File: config.mk
export PLATFORM = sky130hd
export DESIGN_NAME = shr_unit
export DESIGN_NICKNAME = d
export VERILOG_FILES = /design/src/rtl/shr_pkg.sv /design/src/rtl/shr_shift_core.sv /design/src/rtl/shr_rot_core.sv /design/src/rtl/shr_lane.sv /design/src/rtl/shr_unit.sv
export SDC_FILE = /design/constraint.sdc
export NUM_CORES = 2
export LEC_CHECK = 0
export BUFFER_PORTS_ARGS = -buffer_cell sky130_fd_sc_hd__buf_2
export CAP_MARGIN = 30
export CORE_MARGIN = 2
export CORE_UTILIZATION = 30
export DETAILED_ROUTE_END_ITERATION = 12
export PLACE_DENSITY = 0.4
export SYNTH_ARGS = -nofsm -noshare
export SYNTH_HDL_FRONTEND = slang
export SYNTH_SLANG_ARGS = --single-unit
File: constraint.sdc
create_clock -name vclk -period 16.4
set_input_delay 0.82 -clock vclk [all_inputs]
set_output_delay 0.82 -clock vclk [all_outputs]
set_load 0.02 [all_outputs]
File: src/rtl/shr_pkg.sv
package shr_pkg;
  typedef enum logic [2:0] {
    OP_ASL  = 3'd0,
    OP_ASR  = 3'd1,
    OP_LSL  = 3'd2,
    OP_LSR  = 3'd3,
    OP_ROL  = 3'd4,
    OP_ROR  = 3'd5,
    OP_ROXL = 3'd6,
    OP_ROXR = 3'd7
  } shr_op_e;

  typedef enum logic [1:0] {
    SZ_BYTE = 2'd0,
    SZ_WORD = 2'd1,
    SZ_LONG = 2'd2,
    SZ_RSVD = 2'd3
  } shr_size_e;

  typedef struct packed {
    logic x;
    logic n;
    logic z;
    logic v;
    logic c;
  } shr_flags_t;

  localparam int unsigned NUM_LANES = 3;
  localparam int unsigned MAX_W     = 32;
  localparam int unsigned CNT_W     = 6;
endpackage

File: src/rtl/shr_shift_core.sv
module shr_shift_core #(
  parameter int unsigned W     = 8,
  parameter int unsigned CNT_W = 6
) (
  input  logic [W-1:0]     val_i,
  input  logic [CNT_W-1:0] cnt_i,
  input  logic [1:0]       sel_i,   // 00 asl, 01 asr, 10 lsl, 11 lsr
  output logic [W-1:0]     res_o,
  output logic             carry_o,
  output logic             ovf_o
);
  localparam int unsigned SH_W = CNT_W;

  logic signed [W-1:0] sval;
  logic [SH_W-1:0]     cnt_m1;
  logic [SH_W-1:0]     asl_sh;
  logic [W-1:0]        left_pre, right_pre;
  logic signed [W-1:0] arith_pre, sign_run;
  logic                cnt_zero;

  assign sval     = val_i;
  assign cnt_m1   = cnt_i - SH_W'(1);
  assign cnt_zero = (cnt_i == '0);

  // Shift by count-1: the bit that leaves on the final step sits at the edge.
  assign left_pre  = val_i << cnt_m1;
  assign right_pre = val_i >> cnt_m1;
  assign arith_pre = sval >>> cnt_m1;

  // Top count+1 bits, sign-spread, compare all-equal.
  assign asl_sh   = (int'(cnt_i) >= int'(W)) ? '0 : SH_W'(W - 1) - cnt_i;
  assign sign_run = sval >>> asl_sh;

  always_comb begin
    res_o   = '0;
    carry_o = 1'b0;
    unique case (sel_i)
      2'b00, 2'b10: begin
        res_o   = val_i << cnt_i;
        carry_o = !cnt_zero && left_pre[W-1];
      end
      2'b01: begin
        res_o   = W'(sval >>> cnt_i);
        carry_o = !cnt_zero && arith_pre[0];
      end
      default: begin
        res_o   = val_i >> cnt_i;
        carry_o = !cnt_zero && right_pre[0];
      end
    endcase
  end

  assign ovf_o = !cnt_zero && !((&sign_run) || !(|sign_run));


  always_comb begin
    asr_fill_chk: assert (!(sel_i == 2'b01 && int'(cnt_i) >= int'(W)) ||
                          res_o == {W{val_i[W-1]}})
      else $error("asr fill wrong");
  end
endmodule

File: src/rtl/shr_rot_core.sv
module shr_rot_core #(
  parameter int unsigned W     = 8,
  parameter int unsigned CNT_W = 6
) (
  input  logic [W-1:0]     val_i,
  input  logic [CNT_W-1:0] cnt_i,
  input  logic             x_i,
  input  logic [1:0]       sel_i,   // 00 rol, 01 ror, 10 roxl, 11 roxr
  output logic [W-1:0]     res_o,
  output logic             carry_o,
  output logic             ring_o
);
  localparam int unsigned AMT_W = CNT_W + 1;
  localparam int unsigned RING  = W + 1;

  logic [AMT_W-1:0] k_mod, kx_mod;
  logic [W:0]       ring_in, ring_l, ring_r;
  logic [W-1:0]     rot_l, rot_r;

  assign k_mod   = AMT_W'(cnt_i % CNT_W'(W));
  assign kx_mod  = AMT_W'(cnt_i % CNT_W'(RING));
  assign ring_in = {x_i, val_i};

  assign rot_l  = (val_i << k_mod) | (val_i >> (AMT_W'(W) - k_mod));
  assign rot_r  = (val_i >> k_mod) | (val_i << (AMT_W'(W) - k_mod));
  assign ring_l = (ring_in << kx_mod) | (ring_in >> (AMT_W'(RING) - kx_mod));
  assign ring_r = (ring_in >> kx_mod) | (ring_in << (AMT_W'(RING) - kx_mod));

  always_comb begin
    res_o   = '0;
    carry_o = 1'b0;
    ring_o  = x_i;
    unique case (sel_i)
      2'b00: begin res_o = rot_l; carry_o = rot_l[0]; end
      2'b01: begin res_o = rot_r; carry_o = rot_r[W-1]; end
      2'b10: begin res_o = ring_l[W-1:0]; ring_o = ring_l[W]; carry_o = ring_l[W]; end
      default: begin res_o = ring_r[W-1:0]; ring_o = ring_r[W]; carry_o = ring_r[W]; end
    endcase
  end
endmodule

File: src/rtl/shr_lane.sv
module shr_lane
  import shr_pkg::*;
#(
  parameter int unsigned W     = 8,
  parameter int unsigned CNT_W = 6,
  parameter int unsigned OUT_W = 32
) (
  input  logic [W-1:0]     val_i,
  input  logic [CNT_W-1:0] cnt_i,
  input  logic [2:0]       op_i,
  input  logic             x_i,
  output logic [OUT_W-1:0] res_o,
  output shr_flags_t       flags_o
);
  logic [W-1:0] sh_res, rt_res, sel_res;
  logic         sh_c, sh_v, rt_c, rt_ring;
  logic         is_rot, is_rox, cnt_zero;

  shr_shift_core #(.W(W), .CNT_W(CNT_W)) u_shift (
    .val_i(val_i), .cnt_i(cnt_i), .sel_i(op_i[1:0]),
    .res_o(sh_res), .carry_o(sh_c), .ovf_o(sh_v)
  );

  shr_rot_core #(.W(W), .CNT_W(CNT_W)) u_rot (
    .val_i(val_i), .cnt_i(cnt_i), .x_i(x_i), .sel_i(op_i[1:0]),
    .res_o(rt_res), .carry_o(rt_c), .ring_o(rt_ring)
  );

  assign is_rot   = op_i[2];
  assign is_rox   = op_i[2] & op_i[1];
  assign cnt_zero = (cnt_i == '0);
  assign sel_res  = is_rot ? rt_res : sh_res;
  assign res_o    = OUT_W'(sel_res);

  always_comb begin
    flags_o.n = sel_res[W-1];
    flags_o.z = (sel_res == '0);
    flags_o.v = (op_i == OP_ASL) && sh_v;
    if (is_rox) begin
      flags_o.x = rt_ring;
      flags_o.c = rt_c;
    end else if (is_rot) begin
      flags_o.x = x_i;
      flags_o.c = !cnt_zero && rt_c;
    end else begin
      flags_o.x = cnt_zero ? x_i : sh_c;
      flags_o.c = sh_c;
    end
  end
endmodule

File: src/rtl/shr_unit.sv
module shr_unit
  import shr_pkg::*;
(
  input  logic [31:0] operand_i,
  input  logic [1:0]  size_i,
  input  logic [2:0]  op_i,
  input  logic [5:0]  count_i,
  input  logic        x_i,
  output logic [31:0] result_o,
  output logic        x_o,
  output logic        n_o,
  output logic        z_o,
  output logic        v_o,
  output logic        c_o
);
  logic [MAX_W-1:0] lane_res   [NUM_LANES];
  shr_flags_t       lane_flags [NUM_LANES];
  logic [1:0]       lane_sel;

  for (genvar g = 0; g < NUM_LANES; g++) begin : g_lane
    localparam int unsigned LW = 8 << g;
    shr_lane #(.W(LW), .CNT_W(CNT_W), .OUT_W(MAX_W)) u_lane (
      .val_i  (operand_i[LW-1:0]),
      .cnt_i  (count_i),
      .op_i   (op_i),
      .x_i    (x_i),
      .res_o  (lane_res[g]),
      .flags_o(lane_flags[g])
    );
  end

  // Reserved size code falls back to long.
  assign lane_sel = (size_i == SZ_RSVD) ? 2'(SZ_LONG) : size_i;

  assign result_o = lane_res[lane_sel];
  assign x_o      = lane_flags[lane_sel].x;
  assign n_o      = lane_flags[lane_sel].n;
  assign z_o      = lane_flags[lane_sel].z;
  assign v_o      = lane_flags[lane_sel].v;
  assign c_o      = lane_flags[lane_sel].c;

  always_comb begin

    v_only_asl_chk: assert (op_i == OP_ASL || !v_o) else $error("V outside ASL");

    rot_x_keep_chk: assert (!(op_i == OP_ROL || op_i == OP_ROR) || x_o == x_i)
      else $error("rotate touched X");

    zero_cnt_chk: assert (!(count_i == 6'd0 && !op_i[1] | !op_i[2]) ||
                          (!c_o && x_o == x_i))
      else $error("zero count flags");

    upper_zero_chk: assert (!(size_i == SZ_BYTE) || result_o[31:8] == '0)
      else $error("upper bits set");

    rox_xc_chk: assert (!(op_i[2] && op_i[1]) || x_o == c_o)
      else $error("rox X/C differ");
  end
endmodule

## Word level (Yosys, flattened, before mapping)

Index checks and enable logic that the tools add are counted.

- Add/subtract/negate cells: 10
- Divide/modulo/power cells: 3
- Magnitude comparators: 4
- Equality and inequality tests: 3
- Shift operators: 45
- Multiplexer cells: 43
- Bitwise logic cells: 14
- Reductions and logical operators: 42

Operator list:

| kind | count |
|---|---|
| 32-bit 2-to-1 mux | 3 |
| 32-bit one-hot mux with 3 select lines | 1 |
| 33-bit OR | 2 |
| 33-bit by 7-bit left shift with 33-bit output | 2 |
| 33-bit by 7-bit right shift with 33-bit output | 2 |
| 32-bit binary-select mux with 2-bit select | 1 |
| 32-bit OR | 2 |
| 32-bit one-hot mux with 2 select lines | 1 |
| 32-bit by 6-bit left shift with 32-bit output | 2 |
| 32-bit by 6-bit >>> shifter with 32-bit output | 2 |
| 16-bit one-hot mux with 3 select lines | 1 |
| 17-bit OR | 2 |
| 17-bit by 7-bit left shift with 17-bit output | 2 |
| 17-bit by 7-bit right shift with 17-bit output | 2 |
| 32-bit logical NOT | 1 |
| 16-bit OR | 2 |
| 16-bit one-hot mux with 2 select lines | 1 |
| 32-bit AND reduction | 1 |
| 32-bit OR reduction | 1 |
| 16-bit by 6-bit left shift with 16-bit output | 2 |
| 32-bit by 5-bit left shift with 32-bit output | 1 |
| 32-bit by 7-bit left shift with 32-bit output | 1 |
| 32-bit by 5-bit right shift with 32-bit output | 1 |
| 32-bit by 6-bit right shift with 1-bit output | 1 |
| 69 further kinds | 127 |

- Register bits after elaboration: 0
- Bits of input ports: 44
- Output and inout bits: 37
- Logic and storage cells: 164

## Depth between registers and ports, before layout

- Depth in word-level cells: 12
- Gate-level depth with buffers: 35
- Depth with buffers taken out: 26

## Hierarchy

Synthesis repeated with hierarchy kept, for this count alone.

- Cell total of the unflattened synthesis: 5749
- Area, all modules: 38505.7 µm²

Modules (own cells, without submodules):

| module | times used | cells each | area an instance (µm²) | sequential area each (µm²) |
|---|---|---|---|---|
| shr_rot_core (g_lane[2].u_lane.u_rot) | 1 | 2064 | 14300.0 | 0.0 |
| shr_shift_core (g_lane[2].u_lane.u_shift) | 1 | 1058 | 7362.1 | 0.0 |
| shr_rot_core (g_lane[1].u_lane.u_rot) | 1 | 1041 | 6301.0 | 0.0 |
| shr_shift_core (g_lane[1].u_lane.u_shift) | 1 | 533 | 3417.0 | 0.0 |
| shr_rot_core (g_lane[0].u_lane.u_rot) | 1 | 524 | 3313.2 | 0.0 |
| shr_shift_core (g_lane[0].u_lane.u_shift) | 1 | 225 | 1507.7 | 0.0 |
| shr_unit | 1 | 123 | 807.0 | 0.0 |
| shr_lane (g_lane[2].u_lane) | 1 | 71 | 624.3 | 0.0 |
| shr_lane (g_lane[1].u_lane) | 1 | 54 | 459.2 | 0.0 |
| shr_lane (g_lane[0].u_lane) | 1 | 56 | 414.1 | 0.0 |

## Worst setup path after synthesis

No wires, ideal clock.

- Path type: input-to-output
- From: input port count_i[2]
- To: output port z_o
- Data arrival time: 8841 ps
- Data required time: 15580 ps
- Slack: 6739 ps
- Stages on the path: 33
- Buffers on the path: 16
- Cells stage by stage: buf_2 > buf_4 > inv_2 > buf_1 > clkbuf_1 > buf_1 > buf_1 > ha_1 > nand2b_1 > buf_2 > a211oi_4 > mux2i_4 > inv_2 > buf_4 > buf_6 > buf_6 > buf_2 > buf_2 > ha_1 > inv_1 > clkbuf_1 > clkbuf_1 > clkbuf_1 > clkbuf_1 > a21oi_1 > a32oi_1 > o211ai_1 > a31oi_1 > a21boi_0 > nand4_1 > or4b_2 > o2bb2a_2 > o21ai_1

- Longest elaborated chain between the ends: 10
- Elaborated cells between the ends (all ways): 69
- Those cells by class: add/sub: 6; div: 3; shift: 33; mux: 12; bitwise: 12; reduce/logical: 3

RTL lines:

| item | RTL line | source |
|---|---|---|
| start: declaration | shr_unit.sv:7 | `input logic [5:0] count_i,` |
| 6-bit by 6-bit modulo with 7-bit output (tied with other cells) | shr_rot_core.sv:21 | `assign kx_mod = AMT_W'(cnt_i % CNT_W'(RING));` |
| 6-bit by 7-bit subtractor with 7-bit output (tied with other cells) | shr_rot_core.sv:26, shr_rot_core.sv:27 |  |
| 33-bit by 7-bit left shift with 33-bit output (tied with other cells) | shr_rot_core.sv:27 | `assign ring_r = (ring_in >> kx_mod) \| (ring_in << (AMT_W'(RING) - kx_mod));` |
| 33-bit OR (tied with other cells) | shr_rot_core.sv:27 |  |
| 32-bit one-hot mux with 3 select lines (tied with other cells) | shr_rot_core.sv:33 | `unique case (sel_i)` |
| 32-bit 2-to-1 mux (tied with other cells) | shr_lane.sv:32 | `assign sel_res = is_rot ? rt_res : sh_res;` |
| 32-bit logical NOT (tied with other cells) | shr_lane.sv:37 | `flags_o.z = (sel_res == '0);` |
| 5-bit binary-select mux with 2-bit select * | shr_unit.sv:38 | `assign z_o = lane_flags[lane_sel].z;` |
| 5-bit 2-to-1 mux * (2 in a row) | - |  |
| end: declaration | shr_unit.sv:12 | `output logic z_o,` |

Mark *: on every way between the ends. The rest lies on a longest branch, timed or not. The select of a mux whose other input is x is not followed.

## Worst setup path after layout

- From: input port count_i[0]
- To: output port result_o[1]

- Longest elaborated chain between the ends: 9
- Elaborated cells between the ends (all ways): 66
- Those cells by class: add/sub: 6; div: 3; shift: 33; mux: 12; bitwise: 12

RTL lines:

| item | RTL line | source |
|---|---|---|
| 6-bit by 6-bit modulo with 7-bit output (tied with other cells) | shr_rot_core.sv:21 |  |
| 6-bit by 7-bit subtractor with 7-bit output (tied with other cells) | shr_rot_core.sv:26, shr_rot_core.sv:27 |  |
| 33-bit by 7-bit left shift with 33-bit output (tied with other cells) | shr_rot_core.sv:27 |  |
| 33-bit OR (tied with other cells) | shr_rot_core.sv:27 |  |
| 32-bit one-hot mux with 3 select lines (tied with other cells) | shr_rot_core.sv:33 |  |
| 32-bit 2-to-1 mux (tied with other cells) | shr_lane.sv:32 |  |
| 32-bit binary-select mux with 2-bit select * | shr_unit.sv:35 | `assign result_o = lane_res[lane_sel];` |
| 32-bit 2-to-1 mux (not written as such) * (2 in a row) | shr_unit.sv:35 |  |
| end: declaration | shr_unit.sv:9 | `output logic [31:0] result_o,` |

Marked as above.

==> results by stage <==
Outcome:
- The flow ran to the end, and the final reports show no timing, DRC or antenna violations.

Detailed routing:
- The detail-routed via count per cell is 7.49.
- Once detail routing completed, the nets flagged for antenna violations numbered 0.
- The DRC marker count from the first detailed-route iteration is 6960.
- The post-detailed-routing wire length is 231000 µm.
- The first detailed-routing pass took 7 iterations.
- The detailed router placed 40.7k vias in this run.
- For this run, design rule violations remaining after detail routing come to 0.
- Dividing the detail-routed wire length by the instance count gives 42.4 µm.

GRT:
- Entering global routing, the biggest net connects 73 pins.
- In the global route stage, overall resource usage came out at 45.1%.
- The first-pass GRT wire length is 316000 µm.
- The initial antenna violation count is 14.
- Summed over all layers, the global routing overflow is 0.
- The number of global-route vias before repair is 37.7k.

Hold path:
- The sink of the worst hold path is result_o[22].
- In this run the most critical hold path is launched from size_i[1].
- Along the worst hold path, the cell count comes to 4.
- The worst hold path belongs to the class input pin to output port.

STA:
- Setup violations remaining at the end of the flow were counted as 0.
- The max-slew violation count is 0.
- The actual transition at the worst max-transition pin is 1.17 ns.
- After layout, the minimum clock period comes to 10.25 ns.
- The maximum clock frequency is 97.5 MHz.
- The final worst-path setup slack is 6.15 ns.
- The setup total negative slack is 0 ns.
- Measured against its own limit, the worst slew margin works out to 21.4%.
- The count of endpoints failing hold in the final timing report came to 0.
- Setup repair after global routing left no endpoint under its margin.
- The post-route clock period utilization is 62.5%.

Critical path:
- The launch point of the worst path is count_i[0].
- The critical path startpoint category is an input pin.
- Along the worst path, the maximum fanout reaches 51.
- In this design, the stage delay of the slowest critical-path cell is 0.80 ns.
- For the worst setup path, the data required time is 15.58 ns.
- Data arrives at the worst endpoint at 9.43 ns.
- The cell type of the slowest stage on the worst timing path is a211oi_4.
- The worst setup path is of the input pin to output port kind.
- The worst setup path is captured at an output port.

Clocking:
- The total of cells resized after clock tree synthesis is 0.
- The buffers inserted during post-CTS setup optimization is 0.
- The number of hold buffers added after CTS was 0.

Synth:
- The net count of the mapped netlist is 4439.
- Multiplexer cells account for 25.1% of the synthesized area.
- The cell count after synthesis is 4374.
- Summing every instance area after synthesis gives 28500 µm².
- By area the synthesized netlist is led by mux4_2 12%, mux2i_1 9.8%, nand2_1 7.5%.
- For this run, the number of Yosys warnings is 0.
- In this run the biggest area consumer among cell types represents 12.3% of the synthesized area.
- The synthesized design spends more area on one cell type than any other, namely mux4_2.
- Summing the areas of all and, or, nand and nor instances in the mapped netlist gives 25.8% of the synthesized area.
- The cell with the most instances after synthesis is nand2_1.
- Dividing the synthesized area by the synthesized cell count gives 6.51 µm².
- The arithmetic-cell share of the synthesized area counting full adders, half adders and majority gates is 0.923%.
- By count the netlist is led by 566 x nand2_1, 435 x nor2_1, 368 x a21oi_1.
- The complex-gate fraction of the synthesized area is 39.1%.
- Summing the areas of all xor and xnor instances in the mapped netlist gives 1.43% of the synthesized area.
- After synthesis, flip-flops and latches occupy 0% of the total area.
- Synthesis instantiated 113 different standard cells from the library.
- The combinational family with the most area after synthesis is compound AO/OA/AOI/OAI gates.

Final layout:
- The finished layout holds 5436 standard cells, fillers aside.
- The design has 0 sequential cells.
- The sequential cells in the finished layout cover a total of 0 µm².
- The layout cell share with drive strength beyond 1 is 15.1%.
- Compared with the post-synthesis result, the final layout area differs by 6.13%.
- In the finished layout, the clock tree contains a buffer count of 0.
- At the end of the flow, the number of nets in the layout was 4241.
- After routing the design area is 30200 µm².

Floorplanning:
- The initial utilization of the core area, before any placement, comes to 30.4%.
- The die is 312 µm wide.
- The placeable core region is 93600 µm².
- The height of the chip is 312 µm.
- The count of pins on the block boundary is 81.
- After floorplanning, the core was divided into 112 placement rows.
- The floorplan step defined a die boundary enclosing 97300 µm².

Placement:
- The placer's final routability congestion estimate is 1.07.
- Including well taps, the total number of placed cells is 5418.
- The total cell area at the placement stage is 30100 µm².
- The number of buffers added on ports is 81.
- The placement-stage worst setup slack is 6.38 ns.
- The final HPWL from detailed placement is 171000 µm.

Run:
- Max-cap violations in this run came to 0.
[worst max path at each step]
stage,end,slack [ns],cells past startpoint
CTS,result_o[3],6.38,30
detailed placement,result_o[3],6.38,30
floorplan,z_o,6.74,33
finish,result_o[1],6.15,30
global placement,result_o[1],6.45,30
global route,result_o[3],5.77,30
[worst max-delay path, delay by kind of cell]
family          cells  cell delay [ns]
fa+ha+maj           3             0.97
compound gates     10             2.95
xor+xnor            1             0.13
mux                 1             0.26
buf+inv             7             2.34
simple gates        8             1.89
[logic make-up (layout without fill, tap and decap cells)]
group / after synthesis / after routing
xor gates and xnor gates: 40 / 40
adders and majority gates: 21 / 21
muxes: 508 / 508
buffers and inverters: 538 / 338
other: 0 / 8
AOI/OAI and AO/OA: 1661 / 1661
and+or+nand+nor: 1606 / 1606
[layout by cell type (no fill, tap or decap), types with 21 or more instances in the layout]
cell type / instances
a2111oi_0: 22
a211oi_1: 105
a21o_1: 31
a21oi_1: 366
a221oi_1: 31
a22oi_1: 28
a31oi_1: 96
a32oi_1: 21
and2_1: 59
and3_1: 34
buf_2: 80
buf_4: 201
inv_1: 38
mux2_2: 69
mux2i_1: 278
mux4_2: 156
nand2_1: 566
nand2b_1: 22
nand3_1: 189
nand4_1: 47
nor2_1: 429
nor3_1: 106
nor4_1: 26
o2111ai_1: 27
o211ai_1: 150
o21a_1: 24
o21ai_0: 342
o221ai_1: 42
o22ai_1: 58
o31ai_1: 28
o32ai_1: 23
or2_2: 22
or3_1: 23
xnor2_1: 24
[cell type report]
class / instances / area, µm²
fillers: 10644 / 63400
multi-input cells: 3836 / 26500
repair buffers: 289 / 1980
well taps: 1254 / 1570
inverters: 49 / 186
diodes: 8 / 20.0
[routing by layer]
| metal | part of all wire (%) | vias up | GRT usage (%) | wire, µm |
|---|---|---|---|---|
| met5 | 0.060 | - | 1.89 | 138 |
| met3 | 12 | 787 | 12.3 | 26700 |
| met2 | 41 | 3221 | 65.8 | 95500 |
| met4 | 8.8 | 16 | 32.5 | 20400 |
| li1 | - | 16554 | - | - |
| met1 | 38 | 20128 | 56.8 | 88100 |
[stage by stage]
stage / util (%) / hold slack (ns)
floorplan: - / 1.86
global placement: 32.1 / 2.31
detailed placement: 32.2 / 2.32
CTS: 32.2 / 2.32
global route: 32.2 / 2.34
finish: 32.3 / 2.32
